$ cat config.mk
export PLATFORM = sky130hd
export DESIGN_NAME = gpio_bank
export DESIGN_NICKNAME = d
export VERILOG_FILES = /design/src/rtl/gpio_bank_pkg.sv /design/src/rtl/gpio_bank_ctrl.sv /design/src/rtl/gpio_bank_dp.sv /design/src/rtl/gpio_bank.sv
export SDC_FILE = /design/constraint.sdc
export NUM_CORES = 1
export LEC_CHECK = 0
export BUFFER_PORTS_ARGS = -buffer_cell sky130_fd_sc_hd__buf_2
export CORE_MARGIN = 2
export CORE_UTILIZATION = 40
export CTS_CLUSTER_SIZE = 40
export DETAILED_ROUTE_END_ITERATION = 7
export GPL_ROUTABILITY_DRIVEN = 0
export SYNTH_ARGS = -nofsm -noshare
export SYNTH_HDL_FRONTEND = slang
export SYNTH_HIERARCHICAL = 1
export SYNTH_SLANG_ARGS = --single-unit
export TNS_END_PERCENT = 50
$ cat constraint.sdc
create_clock -name clk -period 2.24 [get_ports clk]
set_clock_uncertainty 0.15 [all_clocks]
set_input_delay 0.448 -clock clk [delete_from_list [all_inputs] [get_ports clk]]
set_output_delay 0.448 -clock clk [all_outputs]
set_load 0.02 [all_outputs]
$ cat src/rtl/gpio_bank_pkg.sv
package gpio_bank_pkg;

  typedef enum logic [2:0] {
    REG_PSEL  = 3'd0,
    REG_SPARE = 3'd1,
    REG_DIR   = 3'd2,
    REG_DATA  = 3'd3,
    REG_STAT  = 3'd4,
    REG_EDGAB = 3'd5,
    REG_EDGCD = 3'd6,
    REG_PAST  = 3'd7
  } regSel_e;

  typedef struct packed {
    logic    wrDir;
    logic    wrData;
    logic    wrStat;
    logic    wrEdgAB;
    logic    wrEdgCD;
    logic    rdEn;
    regSel_e rdSel;
    logic [3:0] be;
  } strobe_t;

  // word bit holding pin p: port A in the top byte
  function automatic int pinBit(int p);
    return (3 - p / 8) * 8 + p % 8;
  endfunction

  function automatic logic [31:0] laneMask(logic [3:0] be);
    logic [31:0] m;
    for (int l = 0; l < 4; l++) m[l*8 +: 8] = {8{be[l]}};
    return m;
  endfunction

  function automatic logic [31:0] pinImpl(int n);
    logic [31:0] m;
    m = '0;
    for (int p = 0; p < 32; p++) if (p < n) m[pinBit(p)] = 1'b1;
    return m;
  endfunction

  // implemented bits of an edge-field word; firstPort is 0 (A/B) or 2 (C/D)
  function automatic logic [31:0] edgeImpl(int n, int firstPort);
    logic [31:0] m;
    for (int b = 0; b < 32; b++)
      m[b] = ((firstPort + (b < 16 ? 1 : 0)) * 8 + (b % 16) / 2) < n;
    return m;
  endfunction

endpackage

$ cat src/rtl/gpio_bank_ctrl.sv
module gpio_bank_ctrl
  import gpio_bank_pkg::*;
(
  input  logic       busSel,
  input  logic       busWe,
  input  logic [2:0] busAddr,
  input  logic [3:0] busBe,
  output strobe_t    st
);

  regSel_e sel;

  always_comb begin
    sel      = regSel_e'(busAddr);
    st       = '0;
    st.be    = busBe;
    st.rdSel = sel;
    st.rdEn  = busSel && !busWe;
    if (busSel && busWe) begin
      unique case (sel)
        REG_DIR:   st.wrDir   = 1'b1;
        REG_DATA:  st.wrData  = 1'b1;
        REG_STAT:  st.wrStat  = 1'b1;
        REG_EDGAB: st.wrEdgAB = 1'b1;
        REG_EDGCD: st.wrEdgCD = 1'b1;
        default: ;
      endcase
    end
  end

endmodule

$ cat src/rtl/gpio_bank_dp.sv
module gpio_bank_dp
  import gpio_bank_pkg::*;
#(
  parameter int NPINS = 32
) (
  input  logic             clk,
  input  logic             rstN,
  input  strobe_t          st,
  input  logic [31:0]      busWdata,
  output logic [31:0]      busRdata,
  input  logic [NPINS-1:0] pinIn,
  output logic [NPINS-1:0] pinOut,
  output logic [NPINS-1:0] pinOe,
  output logic             irq
);

  localparam logic [31:0] PIN_IMPL = pinImpl(NPINS);
  localparam logic [31:0] EAB_IMPL = edgeImpl(NPINS, 0);
  localparam logic [31:0] ECD_IMPL = edgeImpl(NPINS, 2);

  logic [31:0] dirW, outW, statW, edgAB, edgCD;
  logic [31:0] inW, sync1, sync2, prevW;
  logic [31:0] wrMask, rise, fall, hit, clrW, rdVal;
  logic [1:0]  code [32];

  always_comb begin
    inW = '0;
    for (int p = 0; p < NPINS; p++) inW[pinBit(p)] = pinIn[p];
  end

  always_comb begin
    for (int p = 0; p < NPINS; p++) begin
      pinOut[p] = outW[pinBit(p)];
      pinOe[p]  = dirW[pinBit(p)];
    end
  end

  assign wrMask = laneMask(st.be);

  // per word bit: which edges arm it
  always_comb begin
    for (int b = 0; b < 32; b++) begin
      int port, off;
      port = 3 - b / 8;
      off  = ((port % 2 == 0) ? 16 : 0) + 2 * (b % 8);
      code[b] = (port < 2) ? edgAB[off +: 2] : edgCD[off +: 2];
    end
  end

  assign rise = sync2 & ~prevW;
  assign fall = ~sync2 & prevW;

  always_comb begin
    for (int b = 0; b < 32; b++)
      hit[b] = (rise[b] & code[b][1]) | (fall[b] & code[b][0]);
  end

  assign clrW = st.wrStat ? (busWdata & wrMask) : '0;

  always_comb begin
    unique case (st.rdSel)
      REG_DIR:   rdVal = dirW;
      REG_DATA:  rdVal = (dirW & outW) | (~dirW & sync2);
      REG_STAT:  rdVal = statW;
      REG_EDGAB: rdVal = edgAB;
      REG_EDGCD: rdVal = edgCD;
      default:   rdVal = '0;
    endcase
  end

  always_ff @(posedge clk or negedge rstN) begin
    if (!rstN) begin
      dirW     <= '0;
      outW     <= '0;
      statW    <= '0;
      edgAB    <= '0;
      edgCD    <= '0;
      sync1    <= '0;
      sync2    <= '0;
      prevW    <= '0;
      busRdata <= '0;
    end else begin
      sync1 <= inW;
      sync2 <= sync1;
      prevW <= sync2;
      if (st.wrDir)   dirW  <= ((dirW  & ~wrMask) | (busWdata & wrMask)) & PIN_IMPL;
      if (st.wrData)  outW  <= ((outW  & ~wrMask) | (busWdata & wrMask)) & PIN_IMPL;
      if (st.wrEdgAB) edgAB <= ((edgAB & ~wrMask) | (busWdata & wrMask)) & EAB_IMPL;
      if (st.wrEdgCD) edgCD <= ((edgCD & ~wrMask) | (busWdata & wrMask)) & ECD_IMPL;
      statW    <= ((statW & ~clrW) | hit) & PIN_IMPL;
      busRdata <= st.rdEn ? rdVal : '0;
    end
  end

  assign irq = |statW;

endmodule

$ cat src/rtl/gpio_bank.sv
module gpio_bank
  import gpio_bank_pkg::*;
#(
  parameter int NPINS = 32
) (
  input  logic             clk,
  input  logic             rstN,
  input  logic             busSel,
  input  logic             busWe,
  input  logic [2:0]       busAddr,
  input  logic [3:0]       busBe,
  input  logic [31:0]      busWdata,
  output logic [31:0]      busRdata,
  input  logic [NPINS-1:0] pinIn,
  output logic [NPINS-1:0] pinOut,
  output logic [NPINS-1:0] pinOe,
  output logic             irq
);

  strobe_t st;

  gpio_bank_ctrl uCtrl (
    .busSel (busSel),
    .busWe  (busWe),
    .busAddr(busAddr),
    .busBe  (busBe),
    .st     (st)
  );

  gpio_bank_dp #(.NPINS(NPINS)) uDp (
    .clk     (clk),
    .rstN    (rstN),
    .st      (st),
    .busWdata(busWdata),
    .busRdata(busRdata),
    .pinIn   (pinIn),
    .pinOut  (pinOut),
    .pinOe   (pinOe),
    .irq     (irq)
  );

endmodule

After elaboration in Yosys (flattened, before gate mapping)
Cells that the tools add are included.

Equality and inequality tests: 5. Multiplexer cells: 9. Bitwise gates (word level): 117. Reduce and logical (&&, ||, !) cells: 4.

Operators by type and width (count): bitwise AND 32 bit (10); OR 32 bit (6); NOT 32 bit (5); one-hot mux 32 bit (5 select lines) (1); bitwise AND 1 bit (64); two-way mux 32 bit (2); OR 1 bit (32); OR reduction 32 bit (1); == test 3 bit, second input constant (3); == test 3 x 2 -> 1 bit, second input constant (2); two-way mux 1 bit (5); two-way mux 5 bit (1); logical AND 1 bit (2); logical NOT 1 bit (1).

Flip-flop bits (word level): 288. Input port bits: 75. Output and inout bits: 97.

Logic depth before layout (Yosys ltp)
Word-level depth: 7. Gate-level depth with buffers: 8. Depth with buffers taken out: 6.

Hierarchy
The synthesis kept the hierarchy.

By module, submodules not included: gpio_bank_dp (instances 1, cells an instance 876, area each 11458.5 um^2); gpio_bank_ctrl (instances 1, cells an instance 18, area each 106.4 um^2).

Least setup slack after synthesis
No wires, ideal clock.

Path kind: input to register. Start: input busAddr[0]. End: register (tool-made name). Library setup time: 0.125 ns. Arrival: 1.423 ns. Slack: 0.542 ns. Cell stages on the path: 4. Buffers on the path: 0. Path through: nand2b_1 > nor3_1 > nand2_1 > mux2_2.

RTL lines: from (decl) (RTL line gpio_bank.sv:10) `input logic [2:0] busAddr,`.

Worst setup path in the final report
Start: register uDp.statW[1]. End: output irq.

Longest elaborated chain between the ends: 1.

RTL lines: from (decl) (RTL line gpio_bank_dp.sv:21) `logic [31:0] dirW, outW, statW, edgAB, edgCD;`; from (signal assigned) (RTL line gpio_bank_dp.sv:90) `statW <= ((statW & ~clrW) | hit) & PIN_IMPL;`; OR reduction 32 bit (RTL line gpio_bank_dp.sv:95) `assign irq = |statW;`; to (decl) (RTL line gpio_bank.sv:17) `output logic irq`.

Every way passes these cells.

==> results.txt <==
The top-level I/O count is about 170. Cells with a size suffix above 1 make up 36.1% of the layout. The number of buffers inserted by port buffering came out at 171.

After routing the design area is between 10000 and 15000 um^2. In the layout the commonest cells are sky130_fd_sc_hd__dfrtp_1 (288), sky130_fd_sc_hd__buf_2 (169), sky130_fd_sc_hd__nand2_1 (137). The cell area after placement came out at about 13000 um^2.

The maximum clock frequency is 399 MHz. Across all layers, the routed design uses 7962 vias. The worst setup slack after layout is -0.263 ns. The worst hold path begins at busWdata[22].

The number of instances in the synthesized netlist is 894. Dividing the final minimum period by the clock period gives 112%. At the pin with the least slew margin, the transition time is 0.606 ns. The most common cell after layout, fill and taps aside is sky130_fd_sc_hd__dfrtp_1.

The tightest slew margin relative to the limit came out at 59.3%. In this run the power spent charging and discharging nets is 3.67 mW. The number of placement rows is 62. Setup repair after global routing could not meet its margin everywhere.

The die is 174 um tall. The via count of the first global-routing pass is 8097. TritonCTS created 30 clock buffers. The ratio of total power to cell area is between 900 and 1000 nW/um^2.

The number of distinct library cells after synthesis came out at 38. Entering global routing, the biggest net connects 61 pins. In the synthesized netlist the async set-or-reset flop fraction comes to 100%.

The minimum period implied by the final worst setup slack came out at 2.50 ns. The overall routing resource usage came out at 20.8%. Clock tree synthesis selected as its root buffer the cell sky130_fd_sc_hd__clkbuf_16. In this run the remaining antenna-violating nets after routing total 0. The horizontal extent of the die is 174 um. The total detailed-routing wirelength came out at 31.5 mm. The wire length of the first global-routing pass is approximately 48 mm. The number of warnings printed during yosys synthesis came out at 6.

The number of placed instances, taps included is ~1.4k. The number of enable flip-flop cells after synthesis came out at 0. The area enclosed by the die boundary is 30300 um^2. The number of antenna repair diodes is 0. The total clock sinks came out at approximately 290.

The total buffers and inverters traversed by the critical path is 2. The synthesis-stage register bit count is 288. The via density per instance came out at 5.19. The max-slew violation count came out at 0. The highest fanout seen on the critical path came out at 2.

Once layout is complete, the cells apart from fillers number between 1.5k and 2k. The overflow left after global routing is 0. The max capacitance violation total came out at 0. The area overhead of the layout relative to synthesis came out at 25.5%. The number of antenna violations at the first check in global routing is 0. The share of power burned in registers came out at 46.5%. Among all flip-flop cells after synthesis, the most frequent one is sky130_fd_sc_hd__dfrtp_1. The register clock-pin slew on the reported worst setup and hold paths is 0.06 ns. The critical path data required time came out at 1.64 ns. Clock latency on the worst-skew pair, taken at its later pin, is 0.55 ns. After detailed routing, the number of remaining DRC violations is 0. After floorplanning, the core was sized to cover ~29000 um^2. After detailed routing, the average wire length per cell comes to 20.5 um.

The endpoint class of the critical path is an output port. The detailed-router iteration count before antenna repair is 5. The share of total power consumed by net switching is 26.6%. Sequential elements use 62.3% of the synthesized area. The count of endpoints failing hold in the final timing report came to 0. The cell family contributing the most delay on the critical path is simple AND/OR/NAND/NOR gates. TritonCTS built the clock tree. The checks that failed: negative setup slack.

The detailed placement HPWL came out at 22.6 mm. The internal portion of the total power is 10.1 mW. The run finished, with violations left. The setup violation total in the final timing report is 1. For this configuration, the core starts out at a cell density of between 40% and 50%. In this run, the combinational gates consume 14.7% of the power.

The maximum number of buffers from clock root to sink came out at 3. The setup path with the least slack is of type reg2out. The DRC marker count from the first detailed-route iteration is 455. The delay contributed by the slowest stage of the critical path is 0.41 ns. The largest voltage drop on the vdd net came out at 0.000665 V.

Summed over all failing endpoints, the final setup total negative slack is -0.263 ns. The worst hold path belongs to the class in2reg. Traced cell by cell, the critical path runs through nor4_4 > buf_4 > nand4_1 > or2_4 > buf_6. The final net count came out at 1201. Setup slack on the worst reg-to-reg path comes out at 0.79 ns.

Measured in cells, the most critical reg-to-reg path has a length of 4. The leakage power figure is 6.87 nW. The clock network fraction of design power is slightly below 40%. The endpoint identified for the worst register-to-register timing path is uDp/busRdata[14]$_DFF_PN0_. The post-synthesis area per instance is around 13 um^2. The cell area after synthesis is between 10000 and 15000 um^2.

The end-of-flow core utilization came out at just over 50%. STA classifies the critical path startpoint as a register. The data arrival time at the worst-slack endpoint is 1.91 ns. In this run the number of H-tree levels came out at 1. On the critical path, the stage with the largest delay is an instance of sky130_fd_sc_hd__dfrtp_1.

Along the worst hold path, the cell count comes to 2. The number of nets handed over by synthesis was 969. In this run the critical register-to-register path is launched from uDp/sync2[14]$_DFF_PN0_.
## cells in the mapped netlist, drive strengths merged, types with 9 or more instances
| cell type | instances | area (um^2) |
|---|---|---|
| a32oi | 21 | 184 |
| nand2 | 137 | 514 |
| mux2 | 149 | 1750 |
| o211ai | 25 | 188 |
| nand3b | 35 | 263 |
| o211a | 9 | 90.1 |
| buf | 34 | 249 |
| inv | 24 | 90.1 |
| o21ai | 16 | 80.1 |
| a31oi | 23 | 144 |
| a21oi | 53 | 265 |
| mux2i | 11 | 110 |
| dfrtp | 288 | 7210 |
## timing repair
action	in CTS	in global routing
gates resized for setup	7	3
pin swaps	4	1
hold endpoints to repair	82	0
endpoints found under the setup margin	1	1
gates cloned	0	0
hold buffers	33	0
buffers inserted	1	0
## power groups by stage
stage | clock network, mW | registers, mW | logic [mW]
3_3_place_gp | 0 | 6.48 | 1.95
6_report | 5.35 | 6.42 | 2.03
2_1_floorplan | 0 | 6.60 | 0.982
3_5_place_dp | 0 | 6.49 | 1.99
4_1_cts | 5.46 | 6.41 | 2.05
5_1_grt | 5.68 | 6.50 | 2.21
## worst max path at each step
stage	start	to	slack, ns	cells past startpoint
detailed placement	busAddr[2]	register	-0.09	5
floorplan	busAddr[0]	register	0.54	4
global route	uDp/statW[21]$_DFF_PN0_	irq	-0.33	4
finish	uDp/statW[1]$_DFF_PN0_	irq	-0.26	5
global placement	busAddr[2]	register	-0.05	5
CTS	uDp/statW[1]$_DFF_PN0_	irq	-0.31	5
## routing by layer
layer | wire length (um) | vias up | GRT usage, %
met5 | 0 | - | 0
met4 | 542 | 0 | 4.41
met3 | 1580 | 36 | 3.24
met2 | 15300 | 229 | 35.2
met1 | 14000 | 4024 | 28.6
li1 | - | 3673 | -
## area by class of cell
| cell class | instances | area [um^2] |
|---|---|---|
| clock inverter | 11 | 185 |
| multi-input combinational | 539 | 4040 |
| inverter | 25 | 93.8 |
| fill | 2600 | 14000 |
| timing repair buffer | 242 | 1610 |
| clock buffer | 45 | 898 |
| sequential | 288 | 7210 |
| tap | 384 | 480 |
## kinds of logic after synthesis
logic type	Yosys count	synth area share [%]
DFF	288	62.3
and+or+nand+nor	205	8.38
AOI/OAI and AO/OA	174	9.96
muxes	160	16.1
buffers and inverters	67	3.22
## through the flow
step	power [mW]	hold WS (ns)	setup WS (ns)
5_1_grt	14.4	0.0534	-0.330
6_report	13.8	0.0466	-0.263
3_3_place_gp	8.43	0.183	-0.0497
3_5_place_dp	8.48	0.185	-0.0907
4_1_cts	13.9	0.0332	-0.314
2_1_floorplan	7.58	0.00241	0.542
## worst reg2reg max path, cell delays in order (launching register included)
cell and delay (ns):
sky130_fd_sc_hd__dfrtp_1 0.50, sky130_fd_sc_hd__a21oi_1 0.11, sky130_fd_sc_hd__a31oi_1 0.14, sky130_fd_sc_hd__nand2_1 0.12
sky130_fd_sc_hd__a21oi_1 0.31
No activity file was read; power rests on OpenSTA's default activity.
